File: src/rtl/pinint_pkg.sv
// Shared constants and register address map for the pin interrupt controller.
// Assumes a 32-lane sense vector built from four 8-bit bytes.
package pinint_pkg;
    localparam int LANES  = 32;
    localparam int BYTES  = LANES / 8;
    localparam int HALF_W = 8;
    localparam int PORT_W = 2 * HALF_W;

    typedef enum logic [2:0] {
        REG_ROUTE    = 3'd0,
        REG_MASK_SET = 3'd1,
        REG_MASK_CLR = 3'd2,
        REG_REQ      = 3'd3,
        REG_INV_SET  = 3'd4,
        REG_INV_CLR  = 3'd5,
        REG_EDGE_SET = 3'd6,
        REG_EDGE_CLR = 3'd7
    } reg_sel_e;
endpackage

File: src/rtl/pinint_sync.sv
// Two-flop synchronizer for a vector of asynchronous pin inputs.
// Assumes each bit is an independent level; no bus coherency is implied.
module pinint_sync #(
    parameter int W = 64
) (
    input  logic         clk,
    input  logic         rst_n,
    input  logic [W-1:0] d_i,
    output logic [W-1:0] q_o
);
    logic [W-1:0] stage1_q;
    logic [W-1:0] stage2_q;

    // Shift pins through two capture stages.
    always_ff @(posedge clk) begin
        if (!rst_n) begin
            stage1_q <= '0;
            stage2_q <= '0;
        end else begin
            stage1_q <= d_i;
            stage2_q <= stage1_q;
        end
    end

    assign q_o = stage2_q;
endmodule

File: src/rtl/pinint_route.sv
// Byte-lane router: each byte of the 32-lane vector takes one port half.
// Even bytes take a lower half and odd bytes an upper half, as picked by
// the port index held in the matching byte of the routing register.
// Assumes an index at or above NUM_PORTS selects nothing (zeros).
module pinint_route
    import pinint_pkg::*;
#(
    parameter int NUM_PORTS = 4,
    localparam int PIN_W = NUM_PORTS * PORT_W
) (
    input  logic [PIN_W-1:0] pins_i,
    input  logic [LANES-1:0] route_i,
    output logic [LANES-1:0] lanes_o
);
    for (genvar k = 0; k < BYTES; k++) begin : g_byte
        localparam int HALF_OFS = (k % 2) * HALF_W;
        logic [HALF_W-1:0] byte_v;

        // Pick the half of the indexed port for this byte.
        always_comb begin
            byte_v = '0;
            for (int p = 0; p < NUM_PORTS; p++) begin
                if (route_i[8*k +: 8] == 8'(p))
                    byte_v = pins_i[PORT_W*p + HALF_OFS +: HALF_W];
            end
        end

        assign lanes_o[8*k +: 8] = byte_v;
    end
endmodule

File: src/rtl/pinint_sense.sv
// Per-lane sensing and sticky request register.
// Lane value = raw XOR invert; level lanes hit while 1, edge lanes on 0->1.
// A write-1 clear wins over a hit in the same cycle.
module pinint_sense
    import pinint_pkg::*;
(
    input  logic             clk,
    input  logic             rst_n,
    input  logic [LANES-1:0] raw_i,
    input  logic [LANES-1:0] inv_i,
    input  logic [LANES-1:0] edge_i,
    input  logic [LANES-1:0] clr_i,
    output logic [LANES-1:0] req_o
);
    logic [LANES-1:0] lane_v;
    logic [LANES-1:0] lane_q;
    logic [LANES-1:0] hit;
    logic [LANES-1:0] req_q;

    assign lane_v = raw_i ^ inv_i;
    assign hit    = (edge_i & lane_v & ~lane_q) | (~edge_i & lane_v);

    // Keep last lane value for edge detection and update requests.
    always_ff @(posedge clk) begin
        if (!rst_n) begin
            lane_q <= '0;
            req_q  <= '0;
        end else begin
            lane_q <= lane_v;
            req_q  <= (req_q | hit) & ~clr_i;
        end
    end

    assign req_o = req_q;

    // a cleared bit reads 0 right after the clear edge.
    a_r5_clear_wins: assert property (@(posedge clk) disable iff (!rst_n)
        (clr_i != '0) |=> ((req_o & $past(clr_i)) == '0));

    // an edge lane's request never drops without a clear.
    a_r3_edge_sticky: assert property (@(posedge clk) disable iff (!rst_n)
        1'b1 |=> (($past(req_o) & $past(edge_i) & ~$past(clr_i) & ~req_o) == '0));

    // a level lane with value 1 is pending on the next cycle unless cleared.
    a_r2_level_sets: assert property (@(posedge clk) disable iff (!rst_n)
        1'b1 |=> ((~$past(edge_i) & $past(lane_v) & ~$past(clr_i) & ~req_o) == '0));
endmodule

File: src/rtl/pinint_ctrl.sv
// Multiplexed pin interrupt controller top: register file, synchronizer,
// byte-lane router and sense/request logic, with one combined interrupt.
// Assumes a single-cycle write strobe and a combinational read path.
module pinint_ctrl
    import pinint_pkg::*;
#(
    parameter int NUM_PORTS = 4,
    localparam int PIN_W = NUM_PORTS * PORT_W
) (
    input  logic             clk,
    input  logic             rst_n,
    input  logic [PIN_W-1:0] pins_i,
    input  logic [2:0]       reg_addr_i,
    input  logic             reg_wr_i,
    input  logic [31:0]      reg_wdata_i,
    output logic [31:0]      reg_rdata_o,
    output logic             irq_o
);
    logic [PIN_W-1:0] pins_s;
    logic [LANES-1:0] lanes_raw;
    logic [LANES-1:0] route_q, mask_q, inv_q, edge_q;
    logic [LANES-1:0] req;
    logic [LANES-1:0] req_clr;
    reg_sel_e         sel;

    assign sel = reg_sel_e'(reg_addr_i);

    pinint_sync #(.W(PIN_W)) sync_i (
        .clk   (clk),
        .rst_n (rst_n),
        .d_i   (pins_i),
        .q_o   (pins_s)
    );

    pinint_route #(.NUM_PORTS(NUM_PORTS)) route_i (
        .pins_i  (pins_s),
        .route_i (route_q),
        .lanes_o (lanes_raw)
    );

    pinint_sense sense_i (
        .clk    (clk),
        .rst_n  (rst_n),
        .raw_i  (lanes_raw),
        .inv_i  (inv_q),
        .edge_i (edge_q),
        .clr_i  (req_clr),
        .req_o  (req)
    );

    // Write-1-to-clear vector for the request register.
    assign req_clr = (reg_wr_i && sel == REG_REQ) ? reg_wdata_i : '0;

    // Control register updates via plain write or set/clear pairs.
    always_ff @(posedge clk) begin
        if (!rst_n) begin
            route_q <= '0;
            mask_q  <= '0;
            inv_q   <= '0;
            edge_q  <= '0;
        end else if (reg_wr_i) begin
            case (sel)
                REG_ROUTE:    route_q <= reg_wdata_i;
                REG_MASK_SET: mask_q  <= mask_q | reg_wdata_i;
                REG_MASK_CLR: mask_q  <= mask_q & ~reg_wdata_i;
                REG_INV_SET:  inv_q   <= inv_q | reg_wdata_i;
                REG_INV_CLR:  inv_q   <= inv_q & ~reg_wdata_i;
                REG_EDGE_SET: edge_q  <= edge_q | reg_wdata_i;
                REG_EDGE_CLR: edge_q  <= edge_q & ~reg_wdata_i;
                default:      ;
            endcase
        end
    end

    // Read mux: set/clear pairs both return the current vector.
    always_comb begin
        case (sel)
            REG_ROUTE:                  reg_rdata_o = route_q;
            REG_MASK_SET, REG_MASK_CLR: reg_rdata_o = mask_q;
            REG_REQ:                    reg_rdata_o = req;
            REG_INV_SET, REG_INV_CLR:   reg_rdata_o = inv_q;
            default:                    reg_rdata_o = edge_q;
        endcase
    end

    assign irq_o = |(req & mask_q);

    // nothing masked in means no interrupt.
    a_r7_quiet_unmasked: assert property (@(posedge clk) disable iff (!rst_n)
        (mask_q == '0) |-> !irq_o);

    // set address turns on every written 1 bit.
    a_r4_mask_set: assert property (@(posedge clk) disable iff (!rst_n)
        (reg_wr_i && sel == REG_MASK_SET) |=> ((mask_q & $past(reg_wdata_i)) == $past(reg_wdata_i)));

    // clear address turns off every written 1 bit.
    a_r4_mask_clr: assert property (@(posedge clk) disable iff (!rst_n)
        (reg_wr_i && sel == REG_MASK_CLR) |=> ((mask_q & $past(reg_wdata_i)) == '0));
endmodule

File: config.mk
export PLATFORM = sky130hd
export DESIGN_NAME = pinint_ctrl
export DESIGN_NICKNAME = d
export VERILOG_FILES = /design/src/rtl/pinint_pkg.sv /design/src/rtl/pinint_sync.sv /design/src/rtl/pinint_route.sv /design/src/rtl/pinint_sense.sv /design/src/rtl/pinint_ctrl.sv
export SDC_FILE = /design/constraint.sdc
export NUM_CORES = 1
export LEC_CHECK = 0
export BUFFER_PORTS_ARGS = -buffer_cell sky130_fd_sc_hd__buf_2
export CAP_MARGIN = 10
export CORE_MARGIN = 10
export CORE_UTILIZATION = 59
export DETAILED_ROUTE_END_ITERATION = 6
export GPL_TIMING_DRIVEN = 0
export PLACE_DENSITY_LB_ADDON = 0.1
export SYNTH_ARGS = -nofsm -noshare
export SYNTH_HDL_FRONTEND = slang
export SYNTH_SLANG_ARGS = --single-unit
File: constraint.sdc
create_clock -name clk -period 2.65 [get_ports clk]
set_clock_uncertainty 0.2 [all_clocks]
set_input_delay 0.53 -clock clk [delete_from_list [all_inputs] [get_ports clk]]
set_output_delay 0.53 -clock clk [all_outputs]
set_load 0.01 [all_outputs]
==> out/qor.yml, run 1 <==
netlist_instances: 1390
synth_area_mm2: 0.0129
crit_buf_inv: 1
gp_congestion: 0.966
drive_gt1_share_pct: 19.9
fin_util_pct: 70.4
rr_worst_depth: 5
ys_types: 37
min_path_type: "input port to flop"
vias: 11300
avgSynthCellArea_um2: 9.31
grt_pass1_vias: 10900
overflow: 0
syn-num-nets: 1492
n_fill_cell: 1712
seq_area_frac_synth_pct: 49.5
synth_ff_type: "dfxtp_1"
nNetsFinal: 1632
combPwrFrac_pct: 9.8
clkPwrFrac_pct: 44.0
worstPathMaxFanout: 4
drc: 0
dp_hpwl_um: 29700
setup_viol_count_final: 3
power_w: 0.0113
synth-seq-cells: 320
final_cells: 1838
rsz0062_at_grt: "yes"
die_width_um: 168
hold_viol: 0
numPortBuffers: 101
crit_family: "simple AND/OR/NAND/NOR gates"
setup_ws_ns: -0.0547
min_period_ns: 2.70
seq_power_share_pct: 46.1
final_common_cell: "dfxtp_1"
async_reset_ff_share_pct: 0
clk_pin_slew_ns: 0.06
rows: 54
cts_sinks: 320
fin_crit_sh_pct: 102
cp_data_required_time_ns: 1.92
worst-setup-path-type: "flop to output port"
worstHoldEndpoint: "sync_i.stage1_q[46]"
min_path_cells: 2
yosys_warnings: 0
coreArea_mm2: 0.0217
p_int_w: 0.00850
first_pass_iters: 5
hold_start: "pins_i[46]"
reg2reg_slack_ns: 0.23
area_growth_syn_to_layout_pct: 18.0
grt_max_degree: 16
mostFrequentLayoutCells: "dfxtp_1 (310), a21oi_1 (218), nand2_1 (155)"
pin_count: 135
final_max_slew_viol_count: 0
power.leakage_nw: 5.71
relSlewSlack_pct: 36.9
die_y_um: 168
endpoint_kind: "output port"
wire_per_inst_um: 22.7
ant_nets: 0
max_freq_mhz: 370
pwr_density_cell_mw_per_mm2: 740
outcome: "finished with violations"
fp.dieArea_mm2: 0.0283
drt_first_iter_violations: 1294
grt_use_total_pct: 28.2
tritoncts: "built"
violations: "setup timing"
cts_buffers: 34
viasPerCell: 6.12
crit_path_max_incr_delay_ns: 0.58
cts_root_buf: "clkbuf_16"
cp-start-kind: "flop"
maxCapViolations: 0
tns_ns: -0.0721
regToRegStartpoint: "route_q[13]"
cp_slowest_cell: "or4_4"
p_sw_w: 0.00280
htree_num_levels: 2
grt_pass1_wl_um: 63100
irDropWorstVdd_mv: 0.703
r2r_end: "sense_i.req_o[8]"
worstMarginPinSlew_ns: 0.946
routed_wl_um: 41800
worstPathCellList: "a22oi_1 -> nand4_1 -> or4_4 -> buf_6"
swShare_pct: 24.8
clk_latency_ns: 0.51
arrival_ns: 1.97
cts_buffer_depth: 3
synth_edf_count: 0
initial_utilization_pct: 59.7
postCtsHoldBufs: 0
placedCellCount: 1771
antenna_found_initial: 5
how the worst max path moves through the flow:
stage                 startpoint         endpoint  slack, ns  depth (start not counted)
2_1_floorplan      reg_addr_i[1]   reg_rdata_o[0]       0.20                          5
3_3_place_gp       reg_addr_i[1]  reg_rdata_o[15]      -0.79                          7
3_5_place_dp       reg_addr_i[1]  reg_rdata_o[15]      -0.79                          7
4_1_cts                     flop            irq_o     -0.003                          4
5_1_grt        sense_i.req_o[30]            irq_o      -0.08                          4
6_report       sense_i.req_o[30]            irq_o      -0.05                          4
layer usage:
metal / vias up / part of all wire, % / global-route usage, %
li1: 5206 / - / -
met1: 5261 / 40 / 36.6
met2: 659 / 46 / 44.8
met3: 123 / 10 / 5.98
met4: 6 / 4.0 / 11.4
met5: - / 0.093 / 0
through the flow:
step / cell area (um2) / hold slack [ns] / setup WS, ns
floorplan: 12900 / 0.212 / 0.200
global placement: 13800 / 0.214 / -0.787
detailed placement: 13800 / 0.217 / -0.793
CTS: 15200 / 0.0159 / -0.00285
global route: 15300 / 0.0204 / -0.0844
finish: 15300 / 0.0210 / -0.0547
power groups by stage:
stage / Clock (W) / Combinational, W / Sequential, W
4_1_cts: 0.00499 / 0.00108 / 0.00520
5_1_grt: 0.00517 / 0.00120 / 0.00523
6_report: 0.00498 / 0.00111 / 0.00522
3_3_place_gp: 0 / 0.00102 / 0.00529
2_1_floorplan: 0 / 0.000687 / 0.00524
3_5_place_dp: 0 / 0.00104 / 0.00530
timing repair:
action | in CTS | in global routing
resized for setup | 63 | 28
setup endpoints to repair | 33 | 27
pin swaps | 7 | 6
setup buffers | 3 | 3
area by class of cell:
cell class | count | area (um2) | share of cell area [%]
Buffer | 137 | 693 | 4.54
Multi-Input combinational cell | 917 | 6010 | 39.3
Timing Repair Buffer | 107 | 569 | 3.73
Clock inverter | 20 | 235 | 1.54
Tap cell | 280 | 350 | 2.29
Antenna cell | 4 | 10.0 | 0.0656
Inverter | 13 | 48.8 | 0.320
Sequential cell | 320 | 6420 | 42.0
Clock buffer | 40 | 935 | 6.12
worst register-to-register path, cell delays in order (launching register included):
cell	delay [ns]
dfxtp_1	0.36
or4_1	0.60
nor3_2	0.49
nand2_1	0.29
xnor2_1	0.21
o21a_1	0.17
cell usage after synthesis, types with 2 or more instances:
master | number | area (um2)
clkbuf_1 | 77 | 289
xor2_1 | 6 | 52.6
and3_1 | 7 | 43.8
and2_1 | 154 | 963
nand4_1 | 4 | 25.0
a311oi_1 | 64 | 561
o21ai_0 | 31 | 155
nor2b_1 | 32 | 200
a211oi_1 | 32 | 240
a22oi_1 | 16 | 120
buf_1 | 13 | 48.8
xnor2_1 | 27 | 236
dfxtp_1 | 320 | 6410
a21oi_1 | 218 | 1090
nor3_4 | 2 | 32.5
mux4_2 | 26 | 586
nor3_2 | 2 | 20.0
a221oi_1 | 38 | 333
or4_1 | 4 | 30.0
nor3_1 | 7 | 35.0
nand2_1 | 155 | 582
inv_1 | 12 | 45.0
nand2b_1 | 6 | 37.5
nor2_1 | 40 | 150
o21ai_1 | 6 | 30.0
buf_2 | 50 | 250
nor4b_2 | 2 | 30.0
o21a_1 | 25 | 188
a221oi_2 | 6 | 90.1
kinds of logic after synthesis:
logic type                Yosys count  share of synthesized area (%)
and+or+nand+nor                   421                           17.0
xor gates and xnor gates           33                           2.23
buffers and inverters             153                           4.92
DFF                               320                           49.5
AOI/OAI and AO/OA                 437                           21.8
muxes                              26                           4.53
(Power assumes the default switching activity.)
==> run 2, diff against run 1 <==
ABC_AREA = 1   (was default)
==> out/qor.yml, run 2 <==
first_pass_iters: 7  # +2
cp-start-kind: "input port"
crit_path_start: "reg_addr_i[0]"
hold_start: "pins_i[42]"
syn-num-nets: 2022  # +36%
worstMarginPinSlew_ns: 0.926  # -0.0197 ns
worstPathCellList: "buf_4 -> nand2_1 -> nor2_2 -> clkbuf_4 -> a22oi_1 -> o2111ai_1 -> buf_2"
worst-setup-path-type: "input port to output port"
fp.dieArea_mm2: 0.0296  # +4.9%
drc: 0  # unchanged
netlist_instances: 1920  # +38%
regToRegStartpoint: "route_q[3]"
final_common_cell: "nand2_1"
async_reset_ff_share_pct: 0  # unchanged
crit_family: "buffers and inverters"
min_period_ns: 2.63  # -0.0778 ns
reg2reg_slack_ns: 0.26  # +0.03 ns
mostFrequentLayoutCells: "nand2_1 (490), dfxtp_1 (320), inv_1 (292)"
cts_buffer_depth: 3  # unchanged
crit_buf_inv: 3  # +2
grt_use_total_pct: 34.4  # +6.3 points
yosys.area.top_type_share_pct: 46.9  # -2.6 points
synth_edf_count: 0  # unchanged
drive_gt1_share_pct: 11.9  # -8.1 points
vias: 14300  # +27%
power_w: 0.0113  # -0.17%
hold_viol: 0  # unchanged
maxCapViolations: 0  # unchanged
synth_top_area_cell: "dfxtp_1"
grt_max_degree: 18  # +2
clk_pin_slew_ns: 0.06  # about the same
crit_path_max_incr_delay_ns: 0.35  # -0.23 ns
synth_area_leaders: "dfxtp_1 (47%), nand2_1 (13%), inv_1 (8.0%), nand3_1 (5.7%), o21ai_0 (4.7%)"
arrival_ns: 1.90  # -0.07 ns
antenna_found_initial: 0  # -5
grt_pass1_vias: 13800  # +27%
rsz0062_at_grt: "yes"
cts_sinks: 320  # unchanged
yosysMostFrequentCell: "nand2_1"
die_y_um: 172  # +2.4%
ant_nets: 0  # unchanged
tritoncts: "built"
area_growth_syn_to_layout_pct: 18.6
setup_ws_ns: 0.0231  # +0.0778 ns
multi_input_area_mm2: 0.00579  # -3.6%
synth-seq-cells: 320  # unchanged
cp_slowest_cell: "clkbuf_4"
worstPathMaxFanout: 10  # +6
setup_viol_count_final: 0  # -3
viasPerCell: 5.90  # -3.7%
pre_cts_ws_ns: -0.423  # +0.369 ns
endpoint_kind: "output port"
n_antenna_cell: 0  # -4
htree_num_levels: 2  # unchanged
n_fill_cell: 1866  # +9.0%
fin_util_pct: 71.4  # +0.98 points
cts_buffers: 34  # unchanged
min_path_type: "input port to flop"
dp_hpwl_um: 35600  # +20%
synth_area_mm2: 0.0137  # +5.6%
power.leakage_nw: 7.66  # +34%
die_width_um: 172  # +2.4%
tns_ns: 0  # +0.0721 ns
relSlewSlack_pct: 38.3  # +1.3 points
pwr_density_cell_mw_per_mm2: 696  # -6.0%
nNetsFinal: 2224  # +36%
overflow: 0  # unchanged
drt_first_iter_violations: 2275  # +76%
gp_congestion: 1.03  # +6.8%
outcome: "finished, final reports clean"
initial_utilization_pct: 60.2  # +0.51 points
rows: 55  # +1.9%
irDropWorstVdd_mv: 0.615  # -13%
cts_root_buf: "clkbuf_16"
pin_count: 135  # unchanged
synth_common_cells: "nand2_1 (490), dfxtp_1 (320), inv_1 (292)"
numPortBuffers: 131  # +30%
cp_data_required_time_ns: 1.92  # about the same
avgSynthCellArea_um2: 7.12  # -24%
clk_latency_ns: 0.53  # +0.02 ns
yosys_warnings: 0  # unchanged
coreArea_mm2: 0.0227  # +4.7%
seq_area_mm2: 0.00641  # -0.20%
fin_crit_sh_pct: 99.1  # -2.9 points
grt_pass1_wl_um: 77700  # +23%
wire_per_inst_um: 21.4  # -6.0%
max_freq_mhz: 381  # +3.0%
synth_ff_type: "dfxtp_1"
ys_types: 35  # -5.4%
seq_area_frac_synth_pct: 46.9  # -2.6 points
routed_wl_um: 51900  # +24%
final_max_slew_viol_count: 0  # unchanged
run 2: cell types whose count changed after synthesis, moves of 35 or more:
cell	previous run	this run
o21ai_0	31	127
nor2_1	40	105
a21oi_1	218	124
and2_1	154	0
inv_1	12	292
a311oi_1	64	0
o22ai_1	0	35
nand2_1	155	490
nand3_1	0	157
run 2: per-layer routing:
layer,part of all wire [%],vias up,GRT usage (%)
met1,38,6520,41.9
met3,14,186,12.7
met4,5.0,2,17.4
met5,0.093,-,0
met2,43,1003,52.5
li1,-,6601,-
run 2: path summary, 6_finish.rpt:
path	to	cells after the start
max	reg_rdata_o[26]	7
min	sync_i.stage1_q[42]	3
max reg2reg	sense_i.req_o[5]	10
min reg2reg	sync_i.q_o[45]	2
run 2: layout make-up:
cell class,instances,area share (%)
inverter,302,6.99
clock buffer,48,6.15
multi-input combinational,1208,35.7
buffer,89,2.54
clock inverter,8,0.587
timing repair buffer,167,6.27
tap,285,2.20
sequential,320,39.5
run 2: what timing repair did:
action | CTS | global route
pin swaps | 0 | 1
hold buffers | 36 | 0
gates cloned | 0 | 0
setup buffers | 0 | 0
gates resized for setup | 17 | 19
setup endpoints to repair | 31 | 31
hold endpoints to repair | 36 | 0
run 2: cells by family (layout without fill, tap and decap cells):
| family | Yosys count | after routing | synth area share (%) |
|---|---|---|---|
| buffers and inverters | 392 | 614 | 11.0 |
| flip-flops | 320 | 320 | 46.9 |
| AND/OR/NAND/NOR | 800 | 800 | 25.0 |
| AO/OA/AOI/OAI | 408 | 408 | 17.1 |
run 2: stage by stage:
stage | instances | hold WS [ns] | instance area [um2]
after floorplan | 1920 | 0.190 | 13700
after global placement | 2336 | 0.193 | 14700
after detailed placement | 2336 | 0.195 | 14700
after CTS | 2427 | 0.000147 | 16200
after global routing | 2427 | 0.00958 | 16200
final | 2427 | 0.00377 | 16200
run 2: worst reg2reg max path, cell delays in order, from the launching register on:
cell and delay (ns):
dfxtp_1 0.37, inv_1 0.09, nand2_1 0.23, nor2_1 0.10, buf_2 0.20, nand3_1 0.12
nand2_1 0.07, a21oi_1 0.50, nand3_1 0.20, nand3_1 0.13, a21oi_1 0.06
run 2: where the power goes:
| group | switching, W | internal [W] |
|---|---|---|
| clock network | 0.00195 | 0.00281 |
| registers | 0.000131 | 0.00505 |
| logic | 0.000931 | 0.000409 |
